File: src/rtl/seq_pkg.sv
package seq_pkg;
    typedef enum logic [0:0] {
        PH_FETCH = 1'b0,
        PH_EXEC  = 1'b1
    } phase_t;

    typedef enum logic [1:0] {
        BR_NONE   = 2'b00,
        BR_IF_GT  = 2'b01,
        BR_ALWAYS = 2'b10,
        BR_RSVD   = 2'b11
    } br_code_t;

    localparam int WORD_BYTES = 4;
    localparam int ALIGN_BITS = 2;
endpackage

File: src/rtl/seq_fsm.sv
module seq_fsm
    import seq_pkg::*;
(
    input  logic clk,
    input  logic rst,
    input  logic fetch_ok,
    output logic fetch_active,
    output logic exec_active,
    output logic ir_load,
    output logic pc_step
);
    phase_t state_q;
    phase_t state_d;

    always_ff @(posedge clk) begin
        if (rst) state_q <= PH_FETCH;
        else     state_q <= state_d;
    end

    always_comb begin
        state_d = state_q;
        unique case (state_q)
            PH_FETCH: state_d = fetch_ok ? PH_EXEC : PH_FETCH;
            PH_EXEC:  state_d = PH_FETCH;
        endcase
    end

    always_comb begin
        fetch_active = 1'b0;
        exec_active  = 1'b0;
        ir_load      = 1'b0;
        pc_step      = 1'b0;
        unique case (state_q)
            PH_FETCH: begin
                fetch_active = 1'b1;
                ir_load      = fetch_ok;
                pc_step      = fetch_ok;
            end
            PH_EXEC: begin
                exec_active = 1'b1;
            end
        endcase
    end
endmodule

File: src/rtl/seq_branch_eval.sv
module seq_branch_eval
    import seq_pkg::*;
(
    input  logic       enable,
    input  logic [1:0] code,
    input  logic       gt_zero,
    output logic       take
);
    br_code_t kind;
    assign kind = br_code_t'(code);

    always_comb begin
        take = 1'b0;
        unique case (kind)
            BR_NONE:   take = 1'b0;
            BR_IF_GT:  take = gt_zero;
            BR_ALWAYS: take = 1'b1;
            BR_RSVD:   take = 1'b0;
        endcase
        take = take & enable;
    end
endmodule

File: src/rtl/seq_pc_unit.sv
module seq_pc_unit
    import seq_pkg::*;
#(
    parameter int ADDR_W = 32,
    parameter int OFF_W  = 16
) (
    input  logic              clk,
    input  logic              rst,
    input  logic [ADDR_W-1:0] start_addr,
    input  logic              step,
    input  logic              jump,
    input  logic [OFF_W-1:0]  offset,
    output logic [ADDR_W-1:0] pc
);
    localparam int EXT_W = ADDR_W - OFF_W;
    localparam logic [ADDR_W-1:0] ALIGN_MASK = ~((ADDR_W'(1) << ALIGN_BITS) - ADDR_W'(1));
    localparam logic [ADDR_W-1:0] STRIDE = ADDR_W'(WORD_BYTES);

    logic [ADDR_W-1:0] off_ext;
    logic [ADDR_W-1:0] target;
    logic [ADDR_W-1:0] start_al;

    generate
        if (EXT_W > 0) begin : g_sext
            assign off_ext = {{EXT_W{offset[OFF_W-1]}}, offset};
        end else begin : g_trunc
            assign off_ext = offset[ADDR_W-1:0];
        end
    endgenerate

    assign target   = (pc + off_ext) & ALIGN_MASK;
    assign start_al = start_addr & ALIGN_MASK;

    always_ff @(posedge clk) begin
        if (rst)       pc <= start_al;
        else if (jump) pc <= target;
        else if (step) pc <= pc + STRIDE;
    end
endmodule

File: src/rtl/seq_ir.sv
module seq_ir #(
    parameter int INSTR_W = 32
) (
    input  logic               clk,
    input  logic               rst,
    input  logic               load,
    input  logic [INSTR_W-1:0] din,
    output logic [INSTR_W-1:0] ir
);
    always_ff @(posedge clk) begin
        if (rst)       ir <= '0;
        else if (load) ir <= din;
    end
endmodule

File: src/rtl/fetch_exec_sequencer.sv
module fetch_exec_sequencer
    import seq_pkg::*;
#(
    parameter int ADDR_W  = 32,
    parameter int INSTR_W = 32,
    parameter int OFF_W   = 16
) (
    input  logic               clk,
    input  logic               rst,
    input  logic [ADDR_W-1:0]  start_addr,
    output logic               imem_req,
    output logic [ADDR_W-1:0]  imem_addr,
    input  logic               imem_rdy,
    input  logic [INSTR_W-1:0] imem_data,
    output logic [INSTR_W-1:0] instr,
    output logic               exec_strobe,
    output logic [ADDR_W-1:0]  pc,
    input  logic [1:0]         br_code,
    input  logic [OFF_W-1:0]   br_offset,
    input  logic               res_gt_zero
);
    logic fetch_active;
    logic exec_active;
    logic ir_load;
    logic pc_step;
    logic take;

    seq_fsm u_fsm (
        .clk          (clk),
        .rst          (rst),
        .fetch_ok     (imem_rdy),
        .fetch_active (fetch_active),
        .exec_active  (exec_active),
        .ir_load      (ir_load),
        .pc_step      (pc_step)
    );

    seq_branch_eval u_br (
        .enable  (exec_active),
        .code    (br_code),
        .gt_zero (res_gt_zero),
        .take    (take)
    );

    seq_pc_unit #(.ADDR_W(ADDR_W), .OFF_W(OFF_W)) u_pc (
        .clk        (clk),
        .rst        (rst),
        .start_addr (start_addr),
        .step       (pc_step),
        .jump       (take),
        .offset     (br_offset),
        .pc         (pc)
    );

    seq_ir #(.INSTR_W(INSTR_W)) u_ir (
        .clk  (clk),
        .rst  (rst),
        .load (ir_load),
        .din  (imem_data),
        .ir   (instr)
    );

    assign imem_req    = fetch_active;
    assign imem_addr   = pc;
    assign exec_strobe = exec_active;
endmodule

File: config.mk
export PLATFORM = sky130hd
export DESIGN_NAME = fetch_exec_sequencer
export DESIGN_NICKNAME = d
export VERILOG_FILES = /design/src/rtl/seq_pkg.sv /design/src/rtl/seq_fsm.sv /design/src/rtl/seq_branch_eval.sv /design/src/rtl/seq_pc_unit.sv /design/src/rtl/seq_ir.sv /design/src/rtl/fetch_exec_sequencer.sv
export SDC_FILE = /design/constraint.sdc
export NUM_CORES = 1
export LEC_CHECK = 0
export CORE_UTILIZATION = 30
export CTS_BUF_LIST = sky130_fd_sc_hd__clkbuf_4
export CTS_CLUSTER_DIAMETER = 200
export DETAILED_ROUTE_END_ITERATION = 8
export DONT_BUFFER_PORTS = 1
export GPL_TIMING_DRIVEN = 0
export SYNTH_ARGS = -nofsm -noshare
export SYNTH_HDL_FRONTEND = slang
export SYNTH_SLANG_ARGS = --single-unit
File: constraint.sdc
create_clock -name clk -period 5.6 [get_ports clk]
set_input_delay 1.68 -clock clk [delete_from_list [all_inputs] [get_ports clk]]
set_output_delay 1.68 -clock clk [all_outputs]
set_load 0.02 [all_outputs]
==> results of run 1 <==
==> area by class of cell <==
class	count	area [um^2]	share of cell area, %
multi-input combinational	344	2315	49.40
sequential	63	1562	33.32
buffer	59	395.4	8.438
tap	180	225.2	4.806
clock buffer	11	82.58	1.762
clock inverter	5	73.82	1.575
inverter	8	30.03	0.6409
antenna	1	2.502	0.05340
==> sequential cells by signal (all words and copies together), names as in the netlist <==
register / flops
u_ir.ir: 32
u_fsm.state_q: 1
u_pc.pc: 30
==> routing by layer <==
metal	up-vias	track usage, %	wire, um	part of all wire [%]
met5	-	0	0	0
met4	0	9.645	424	3.2
met3	26	5.337	1051	7.9
met2	167	29.58	6172	47
met1	1696	22.57	5616	42
li1	1743	-	-	-
==> worst paths after layout <==
check	slack, ns	endpoint	startpoint
worst max-delay path	0.72	u_pc.pc[25]	br_code[1]
worst min-delay path	0.65	u_ir.ir[31]	u_ir.ir[31]
worst max register to register	1.56	u_pc.pc[25]	u_fsm.state_q
worst min register to register	0.65	u_ir.ir[31]	u_ir.ir[31]
==> report_power, final <==
group	leakage [nW]	switching, W	total (W)	internal, W
Sequential	0.579	0.000109	0.000647	0.000537
Combinational	1.19	0.000176	0.000303	0.000127
Clock	0.0883	0.000177	0.000365	0.000188
Total	1.86	0.000462	0.00131	0.000852
==> stage by stage <==
step	hold slack (ns)	power [W]	utilization, %
2_1_floorplan	0.6105	0.0008930	-
3_3_place_gp	0.6315	0.0009585	32.47
3_5_place_dp	0.6272	0.0009624	32.49
4_1_cts	0.6509	0.001333	33.61
5_1_grt	0.6597	0.001393	33.63
6_report	0.6502	0.001315	33.63
==> cells by family (layout without fill, tap and decap cells) <==
kind of cell               Yosys count  in the layout  synth area share [%]
other                                1              5               0.08746
xor gates and xnor gates            20             20                 4.085
and+or+nand+nor                    159            159                 19.58
DFF                                 63             63                 36.42
muxes                                9              9                 2.218
adders and majority gates           14             14                 4.260
AOI/OAI and AO/OA                  138            138                 23.43
buffers and inverters               67             83                 9.921
==> Yosys cell counts, types with 3 or more instances <==
cell,number
nand2_1,37
buf_4,36
dfxtp_1,33
a22o_1,32
edfxtp_1,30
nor2_1,30
a21oi_1,22
clkbuf_1,18
o21ai_0,18
and2_1,15
ha_1,13
xnor2_1,13
a21o_1,12
nor3_1,11
nand3_1,10
o21ai_1,10
inv_1,8
and3_1,7
nand4_1,7
nor4_1,7
xor2_1,7
nand2b_1,6
or3_1,6
mux2i_1,5
or4_1,5
a211o_1,4
a31oi_1,4
mux2_2,4
o31ai_1,4
a211oi_2,3
a311oi_1,3
clkbuf_8,3
nor2b_1,3
o21a_1,3
or2_2,3
==> results by group, run 1 <==
Timing
  • Max Transition Viols Final: 0
  • Fmax: 204.8 MHz
  • Measured slew at the worst slew-check pin: 0.8533 ns
  • Fin Setup TNS: 0 ns
  • Skew final: 0.02072 ns
  • Final period util: 87.21%
  • Post-layout min period: 4.884 ns
  • RSZ-0062 raised after global routing: no
  • Slew margin rel.: 43.11%
  • Final setup viols: 0
  • Worst setup margin: 0.7161 ns
  • Final hold violation count: 0

Worst setup path
  • Critical path peak fanout: 10
  • Worst path required time: 5.78 ns
  • WS Path Type: in -> reg
  • Most frequent CP cell: a21oi_1
  • Crit path buf inv count: 1
  • Critical Path Start Type: input port
  • Stages on worst setup path: 12
  • Crit-path max cell delay: 0.59 ns
  • Worst Path Arrival: 5.06 ns
  • FF-to-FF path depth: 12
  • Slowest cell on crit path: or4_1
  • Crit end category: flip-flop
  • CP Cell Sequence: nand3b_1 > a21oi_1 > clkbuf_1 > and2_1 > ha_1 > o21a_1 > a211oi_2 > nor4_1 > o211a_1 > or4_1 > a21oi_1 > a311oi_2
  • Crit-path leading delay family: compound AO/OA/AOI/OAI gates

Routing
  • DRC viols: 0
  • DR vias/cell: 5.413
  • Routed Antenna Nets: 0
  • Vias: 3632
  • WL per Instance: 19.77 um
  • DRT Wirelength: 13260 um
  • 1st-pass router iterations: 4
  • Initial DRC Count: 208

Floorplan
  • Die Span Y: 121.6 um
  • Starting density of the core: 30.77%
  • Row cnt: 43
  • Die area: 0.01477 mm^2
  • Ports: 184
  • Total core area: 0.01393 mm^2
  • Die Span X: 121.6 um

Place
  • Dpl cell area: 0.004527 mm^2
  • GPL Wtd Cong: 0.8722
  • Placed Instances: 654
  • Place WS: 0.1655 ns
  • Port Buffer Count: 0
  • Hpwl dp: 10070 um

Clock tree
  • Worst-case clock buffer depth: 2
  • Post-cts sizing count: 0
  • Postcts setup bufs: 0
  • H-tree depth: 3
  • Total CTS buffers: 9
  • Clock tree sinks: 63
  • Hold-fix buffers at CTS: 0
  • CTS clk-pin slew, worst paths: 0.11 ns
  • Clk root buf: clkbuf_4
  • CTS tree: built
  • Clk_lat worst skew: 0.45 ns

Logic synthesis
  • Synth area leader: edfxtp_1
  • Yosys reg bits: 63
  • Distinct cells, synth: 66
  • Synth Warn #: 0
  • Mapped cell area: 0.004288 mm^2
  • Synth Area per Inst: 9.104 um^2
  • Seq/Total Area, Yosys: 36.42%
  • Cells after Synth: 471
  • Ys flop type: dfxtp_1
  • Share of the synthesized area in the top cell type: 21.01%
  • Main area contributors after synthesis: edfxtp_1 21%, dfxtp_1 15%, a22o_1 6.5%, buf_4 6.3%, ha_1 3.8%
  • Post-synth EDFFs: 30
  • FFs w/ async S/R, synth: 0%

Status
  • Status: finished clean

Global route
  • First-pass GRT wire length: 20080 um
  • All-Layer GR Usage: 18.53%
  • Largest net degree at the start of global routing: 31
  • Initial antenna violation count: 2
  • Vias in the first global route: 3575
  • Gr ovfl total: 0

Cells and area
  • Net count reported at finish: 585
  • Commonest non-fill, non-tap cell in the layout: nand2_1
  • Filler Cell Count: 1460
  • Non-Filler Instances: 671
  • Post-route cell area: 0.004686 mm^2
  • Commonest non-fill, non-tap cells in the layout: 37 x nand2_1, 36 x buf_4, 33 x dfxtp_1, 32 x a22o_1
  • Layout cells sized above 1: 16.12%
  • Area delta synth->final: 9.279%

Job
  • Max Cap Violations: 0

Hold path
  • Min-Delay Path Class: reg -> reg
  • Min-Delay Path Depth: 1

Power
  • PwrDens: 280.6 mW/mm^2
  • Peak VDD IR: 0.1341 mV
  • LEAKAGE: 1.858 nW
No activity file was read; power rests on OpenSTA's default activity.
==> run 2: changes to the inputs <==
Settings changed: CORE_UTILIZATION 30 to 40, TNS_END_PERCENT from default to 10.
Clock period 5.6 ns to 4.85 ns, I/O delays scaled along.
==> run 2 against run 1 <==
  * Cell area is 1.3% lower
  * Clock power is 6.6% higher
  * Sequential power is 15% higher
  * Non-clock buffer count stayed put
  * Final cell count is 6.7% lower
  * Clock-buffer cell count is 2 lower
  * Clock skew is 0.0024 ns lower
  * Worst setup slack worse by 0.52 ns
  * Worst hold slack hardly changed
  * Register-to-register slack worse by 0.74 ns
  * Critical path type unchanged
  * Sequential share of layout area is 0.43 points higher
  * Largest power group unchanged
==> results by group, run 2 (synthesis results as in run 1) <==
Floorplan
  • Starting density of the core: 41.35% (+11 points)
  • Die Span Y: 105.5 um (-13%)
  • Row cnt: 37 (-14%)
  • Die area: 0.01114 mm^2 (-25%)
  • Total core area: 0.01037 mm^2 (-26%)
  • Die Span X: 105.5 um (-13%)
  • Ports: 184 (unchanged)

Clock tree
  • Worst-case clock buffer depth: 2 (unchanged)
  • CTS clk-pin slew, worst paths: 0.12 ns (about the same)
  • Clk_lat worst skew: 0.43 ns (-0.02 ns)
  • H-tree depth: 3 (unchanged)
  • Clk root buf: clkbuf_4
  • Hold-fix buffers at CTS: 0 (unchanged)
  • Clock tree sinks: 63 (unchanged)
  • Post-cts sizing count: 0 (unchanged)
  • Postcts setup bufs: 0 (unchanged)
  • CTS tree: built
  • Total CTS buffers: 9 (unchanged)

Power
  • Peak VDD IR: 0.1708 mV (+27%)
  • LEAKAGE: 1.846 nW (-0.66%)
  • PwrDens: 320.8 mW/mm^2 (+14%)

Routing
  • DRT Wirelength: 12160 um (-8.3%)
  • 1st-pass router iterations: 4 (unchanged)
  • WL per Instance: 19.42 um (-1.7%)
  • DR vias/cell: 5.789 (+7.0%)
  • Initial DRC Count: 219 (+5.3%)
  • Routed Antenna Nets: 0 (unchanged)
  • Vias: 3624 (-0.22%)
  • DRC viols: 0 (unchanged)

Hold path
  • WHS Endpoint: u_ir.ir[7]
  • Worst hold path startpoint: u_ir.ir[7]
  • Min-Delay Path Class: reg -> reg
  • Min-Delay Path Depth: 1 (unchanged)

Worst setup path
  • Worst R2R Setup Slack: 0.82 ns (-0.74 ns)
  • Crit end category: flip-flop
  • FF-to-FF path depth: 12 (unchanged)
  • WS Path Type: in -> reg
  • Worst Path Arrival: 4.83 ns (-0.23 ns)
  • Crit Reg-Reg Endpoint: u_pc.pc[25]
  • Critical path peak fanout: 10 (unchanged)
  • Critical Path Start Type: input port
  • Worst path required time: 5.02 ns (-0.76 ns)
  • Worst r2r src: u_fsm.state_q

Global route
  • Gr ovfl total: 0 (unchanged)
  • Initial antenna violation count: 0 (-2)
  • All-Layer GR Usage: 22.44% (+3.9 points)
  • Largest net degree at the start of global routing: 31 (unchanged)
  • First-pass GRT wire length: 19070 um (-5.0%)
  • Vias in the first global route: 3614 (+1.1%)

Timing
  • RSZ-0062 raised after global routing: no
  • Final hold violation count: 0 (unchanged)
  • Worst setup margin: 0.1982 ns (-0.5179 ns)
  • Post-layout min period: 4.652 ns
  • Skew final: 0.01830 ns (-0.002414 ns)
  • Measured slew at the worst slew-check pin: 0.8636 ns (+0.01031 ns)
  • Slew margin rel.: 42.43% (-0.69 points)
  • Max Transition Viols Final: 0 (unchanged)
  • Fmax: 215.0 MHz
  • Final setup viols: 0 (unchanged)
  • Final period util: 95.91%

Status
  • Status: finished clean

Cells and area
  • Net count reported at finish: 585 (unchanged)
  • Non-Filler Instances: 626 (-6.7%)
  • Area delta synth->final: 7.879%
  • Layout cells sized above 1: 16.53% (+0.41 points)
  • Top flop regs: u_ir.ir (32), u_pc.pc (30), u_fsm.state_q (1)
  • Commonest non-fill, non-tap cells in the layout: 37 x nand2_1, 36 x buf_4, 33 x dfxtp_1, 32 x a22o_1
  • Biggest register: u_ir.ir
  • Final core area utilization: 44.61% (+11 points)
  • Antenna diodes: 0 (-1)
  • Commonest non-fill, non-tap cell in the layout: nand2_1
  • Max FFs per register: 32 (unchanged)

Place
  • Hpwl dp: 9130 um (-9.3%)
  • GPL Wtd Cong: 0.9027 (+3.5%)
  • Place WS: -0.3266 ns (-0.4921 ns)
  • Placed Instances: 610 (-6.7%)
  • Port Buffer Count: 0 (unchanged)

Job
  • Max Cap Violations: 0 (unchanged)
run 2: cell count changes in the layout (fill, tap and decap cells not counted):
cell,previous run,this run
bufinv_16,2,1
nor4b_2,0,1
clkinv_4,0,2
clkinv_2,2,0
clkinvlp_4,0,2
clkbuf_4,11,9
diode_2,1,0
nor4b_1,1,0
clkinv_1,1,0
inv_6,0,2
run 2: cell type report:
cell class	count	area, um^2
well taps	136	170.2
plain buffers	59	395.4
multi-input cells	344	2321
clock inverters	7	80.08
clock buffers	9	67.56
fillers	1058	5744
inverters	8	30.03
flip-flops and latches	63	1562
run 2: layer usage:
metal  vias up  global-route usage, %  wire length (um)
li1       1740                      -                 -
met1      1684                  27.18              5038
met2       177                  36.65              5680
met3        23                  5.937              1118
met4         0                  11.41               323
met5         -                      0                 0
run 2: stage by stage:
| step | setup TNS [ns] | cell area [um^2] | total power (W) | hold slack [ns] |
|---|---|---|---|---|
| global route | 0 | 4626 | 0.001560 | 0.6618 |
| CTS | 0 | 4619 | 0.001497 | 0.6517 |
| global placement | -2.103 | 4469 | 0.001101 | 0.6288 |
| finish | 0 | 4626 | 0.001484 | 0.6507 |
| detailed placement | -2.780 | 4472 | 0.001106 | 0.6281 |
| floorplan | 0 | 4299 | 0.001031 | 0.6105 |
run 2: critical path: stages:
cell and delay [ns]:
nand3b_1 0.30, a21oi_1 0.41, clkbuf_1 0.38, and2_1 0.19
ha_1 0.28, o21a_1 0.17, a211oi_2 0.33, nor4_1 0.13
o211a_1 0.33, or4_1 0.58, a21oi_1 0.20, a311oi_2 0.05
run 2: worst max path at each step:
stage / start / end / slack [ns] / cells after the start
finish: br_code[1] / u_pc.pc[25] / 0.20 / 12
global route: br_code[1] / u_pc.pc[31] / 0.03 / 12
CTS: br_code[1] / u_pc.pc[25] / 0.12 / 12
detailed placement: br_code[1] / u_pc.pc[25] / -0.33 / 12
global placement: br_code[1] / u_pc.pc[25] / -0.32 / 12
floorplan: br_code[1] / u_pc.pc[25] / 0.53 / 12
run 2: power breakdown:
part | internal [W] | leakage [nW] | total, W | switching (W)
combinational | 0.000147 | 1.19 | 0.000350 | 0.000204
clock | 0.000162 | 0.0731 | 0.000389 | 0.000227
sequential | 0.000620 | 0.579 | 0.000745 | 0.000125
==> run 3: changes to the inputs <==
Settings changed: CORE_UTILIZATION 40 to 60, GPL_ROUTABILITY_DRIVEN from default to 0, HOLD_SLACK_MARGIN from default to 0.12, PLACE_DENSITY from default to 0.76.
==> run 3 against run 2 <==
  * Register-to-register slack gained 0.10 ns
  * Global-route usage up 7.3 points
  * Highest routed layer unchanged
  * Clock skew is 0.0029 ns higher
  * Non-clock buffer count did not move
  * Largest power group unchanged
==> results by group, run 3 (synthesis results as in run 1) <==
Clock tree
  • H-tree depth: 3 (unchanged)
  • Total CTS buffers: 9 (unchanged)
  • Clock tree sinks: 63 (unchanged)
  • CTS tree: built
  • Clk_lat worst skew: 0.40 ns (-0.03 ns)
  • Hold-fix buffers at CTS: 0 (unchanged)
  • CTS clk-pin slew, worst paths: 0.12 ns (about the same)
  • Postcts setup bufs: 0 (unchanged)
  • Worst-case clock buffer depth: 2 (unchanged)
  • Clk root buf: clkbuf_4
  • Post-cts sizing count: 0 (unchanged)

Worst setup path
  • Crit-path max cell delay: 0.60 ns (+0.02 ns)
  • Critical Path Start Type: input port
  • Worst Path Arrival: 4.66 ns (-0.17 ns)
  • Worst r2r src: u_fsm.state_q
  • Worst Setup SP: br_code[1]
  • CP Cell Sequence: nand3b_1 > a21oi_1 > clkbuf_1 > and2_1 > ha_1 > o21a_1 > a211oi_2 > nor3_1 > o21ai_1 > mux2i_1 > xor2_1 > o21ai_1
  • Crit-path leading delay family: compound AO/OA/AOI/OAI gates
  • Crit end category: flip-flop
  • Slowest cell on crit path: o21ai_1
  • WS Path Type: in -> reg
  • Most frequent CP cell: o21ai_1
  • Crit path buf inv count: 1 (unchanged)
  • Critical path peak fanout: 10 (unchanged)
  • Worst path required time: 5.00 ns (-0.02 ns)

Global route
  • All-Layer GR Usage: 29.70% (+7.3 points)
  • Gr ovfl total: 0 (unchanged)
  • Vias in the first global route: 3499 (-3.2%)
  • Initial antenna violation count: 0 (unchanged)
  • First-pass GRT wire length: 16990 um (-11%)
  • Largest net degree at the start of global routing: 31 (unchanged)

Power
  • Peak VDD IR: 0.1975 mV (+16%)
  • LEAKAGE: 1.860 nW (+0.79%)
  • PwrDens: 329.4 mW/mm^2 (+2.7%)
  • Final Total Pwr: 0.001509 W (+1.7%)

Floorplan
  • Ports: 184 (unchanged)
  • Row cnt: 30 (-19%)
  • Die Span X: 86.54 um (-18%)
  • Die Span Y: 86.54 um (-18%)
  • Die area: 0.007488 mm^2 (-33%)
  • Starting density of the core: 62.77% (+21 points)
  • Total core area: 0.006832 mm^2 (-34%)

Cells and area
  • Max FFs per register: 32 (unchanged)
  • Post-route cell area: 0.004582 mm^2 (-0.95%)
  • Biggest register: u_ir.ir
  • Layout cells sized above 1: 16.33% (-0.20 points)
  • Commonest non-fill, non-tap cell in the layout: nand2_1
  • Area delta synth->final: 6.857%
  • Commonest non-fill, non-tap cells in the layout: 37 x nand2_1, 36 x buf_4, 33 x dfxtp_1, 32 x a22o_1
  • Antenna diodes: 0 (unchanged)
  • Top flop regs: u_ir.ir (32), u_pc.pc (30), u_fsm.state_q (1)
  • Non-Filler Instances: 586 (-6.4%)
  • Net count reported at finish: 585 (unchanged)

Timing
  • Slew margin rel.: 44.67% (+2.2 points)
  • Final setup viols: 0 (unchanged)
  • Final hold violation count: 0 (unchanged)
  • Skew final: 0.02120 ns (+0.002894 ns)
  • RSZ-0062 raised after global routing: no
  • Final period util: 92.91% (-3.0 points)
  • Measured slew at the worst slew-check pin: 0.8299 ns (-0.03365 ns)
  • Fmax: 221.9 MHz (+3.2%)
  • Post-layout min period: 4.506 ns (-0.1455 ns)
  • Hold WS: 0.6480 ns (-0.002692 ns)
  • Max Transition Viols Final: 0 (unchanged)

Status
  • Status: finished clean

Place
  • Port Buffer Count: 0 (unchanged)
  • Placed Instances: 570 (-6.6%)
  • Dpl cell area: 0.004422 mm^2 (-1.1%)
  • Hpwl dp: 8059 um (-12%)

Routing
  • DR vias/cell: 6.338 (+9.5%)
  • Vias: 3714 (+2.5%)
  • WL per Instance: 18.87 um (-2.8%)
  • Initial DRC Count: 314 (+43%)
  • 1st-pass router iterations: 5 (+1)
  • DRC viols: 0 (unchanged)
  • Routed Antenna Nets: 0 (unchanged)
  • DRT Wirelength: 11060 um (-9.0%)

Hold path
  • Min-Delay Path Class: reg -> reg
  • Worst hold path startpoint: u_ir.ir[12]

Job
  • Max Cap Violations: 0 (unchanged)
[run 3: worst reg2reg max path: stages (launching register included)]
cell	delay [ns]
dfxtp_1	0.49
inv_1	0.21
a21oi_1	0.36
clkbuf_1	0.40
and2_1	0.19
ha_1	0.27
o21a_1	0.16
a211oi_2	0.32
nor3_1	0.11
o21ai_1	0.60
mux2i_1	0.35
xor2_1	0.17
o21ai_1	0.07
[run 3: routing by layer]
metal	global-route usage, %	up-vias	share of wire (%)
li1	-	1746	-
met1	37.39	1699	40
met2	48.77	236	47
met3	7.048	33	10
met4	12.88	0	2.6
met5	0	-	0
[run 3: metrics by stage]
step	setup TNS (ns)	utilization, %	setup WS (ns)
3_3_place_gp	-0.06758	64.69	-0.04537
3_5_place_dp	-0.06365	64.73	-0.03495
4_1_cts	0	67.07	0.3801
5_1_grt	0	67.07	0.1743
2_1_floorplan	0	-	0.5269
6_report	0	67.07	0.3437
[run 3: final timing paths]
kind	end	slack (ns)	cells past startpoint
hold / removal	u_ir.ir[12]	0.65	1
setup / recovery	u_pc.pc[19]	0.34	12
setup reg to reg	u_pc.pc[19]	0.92	12
hold reg to reg	u_ir.ir[12]	0.65	1
[run 3: layout make-up]
| class | instances | area (um^2) |
|---|---|---|
| Buffer | 59 | 395.4 |
| Clock buffer | 10 | 75.07 |
| Clock inverter | 6 | 85.08 |
| Fill cell | 583 | 2250 |
| Inverter | 8 | 30.03 |
| Multi-Input combinational cell | 344 | 2315 |
| Sequential cell | 63 | 1562 |
| Tap cell | 96 | 120.1 |
[run 3: report_power, final]
group / switching (W) / internal, W / total [W]
combinational: 0.000201 / 0.000147 / 0.000347
sequential: 0.000124 / 0.000620 / 0.000744
clock: 0.000203 / 0.000215 / 0.000418
total: 0.000528 / 0.000981 / 0.00151
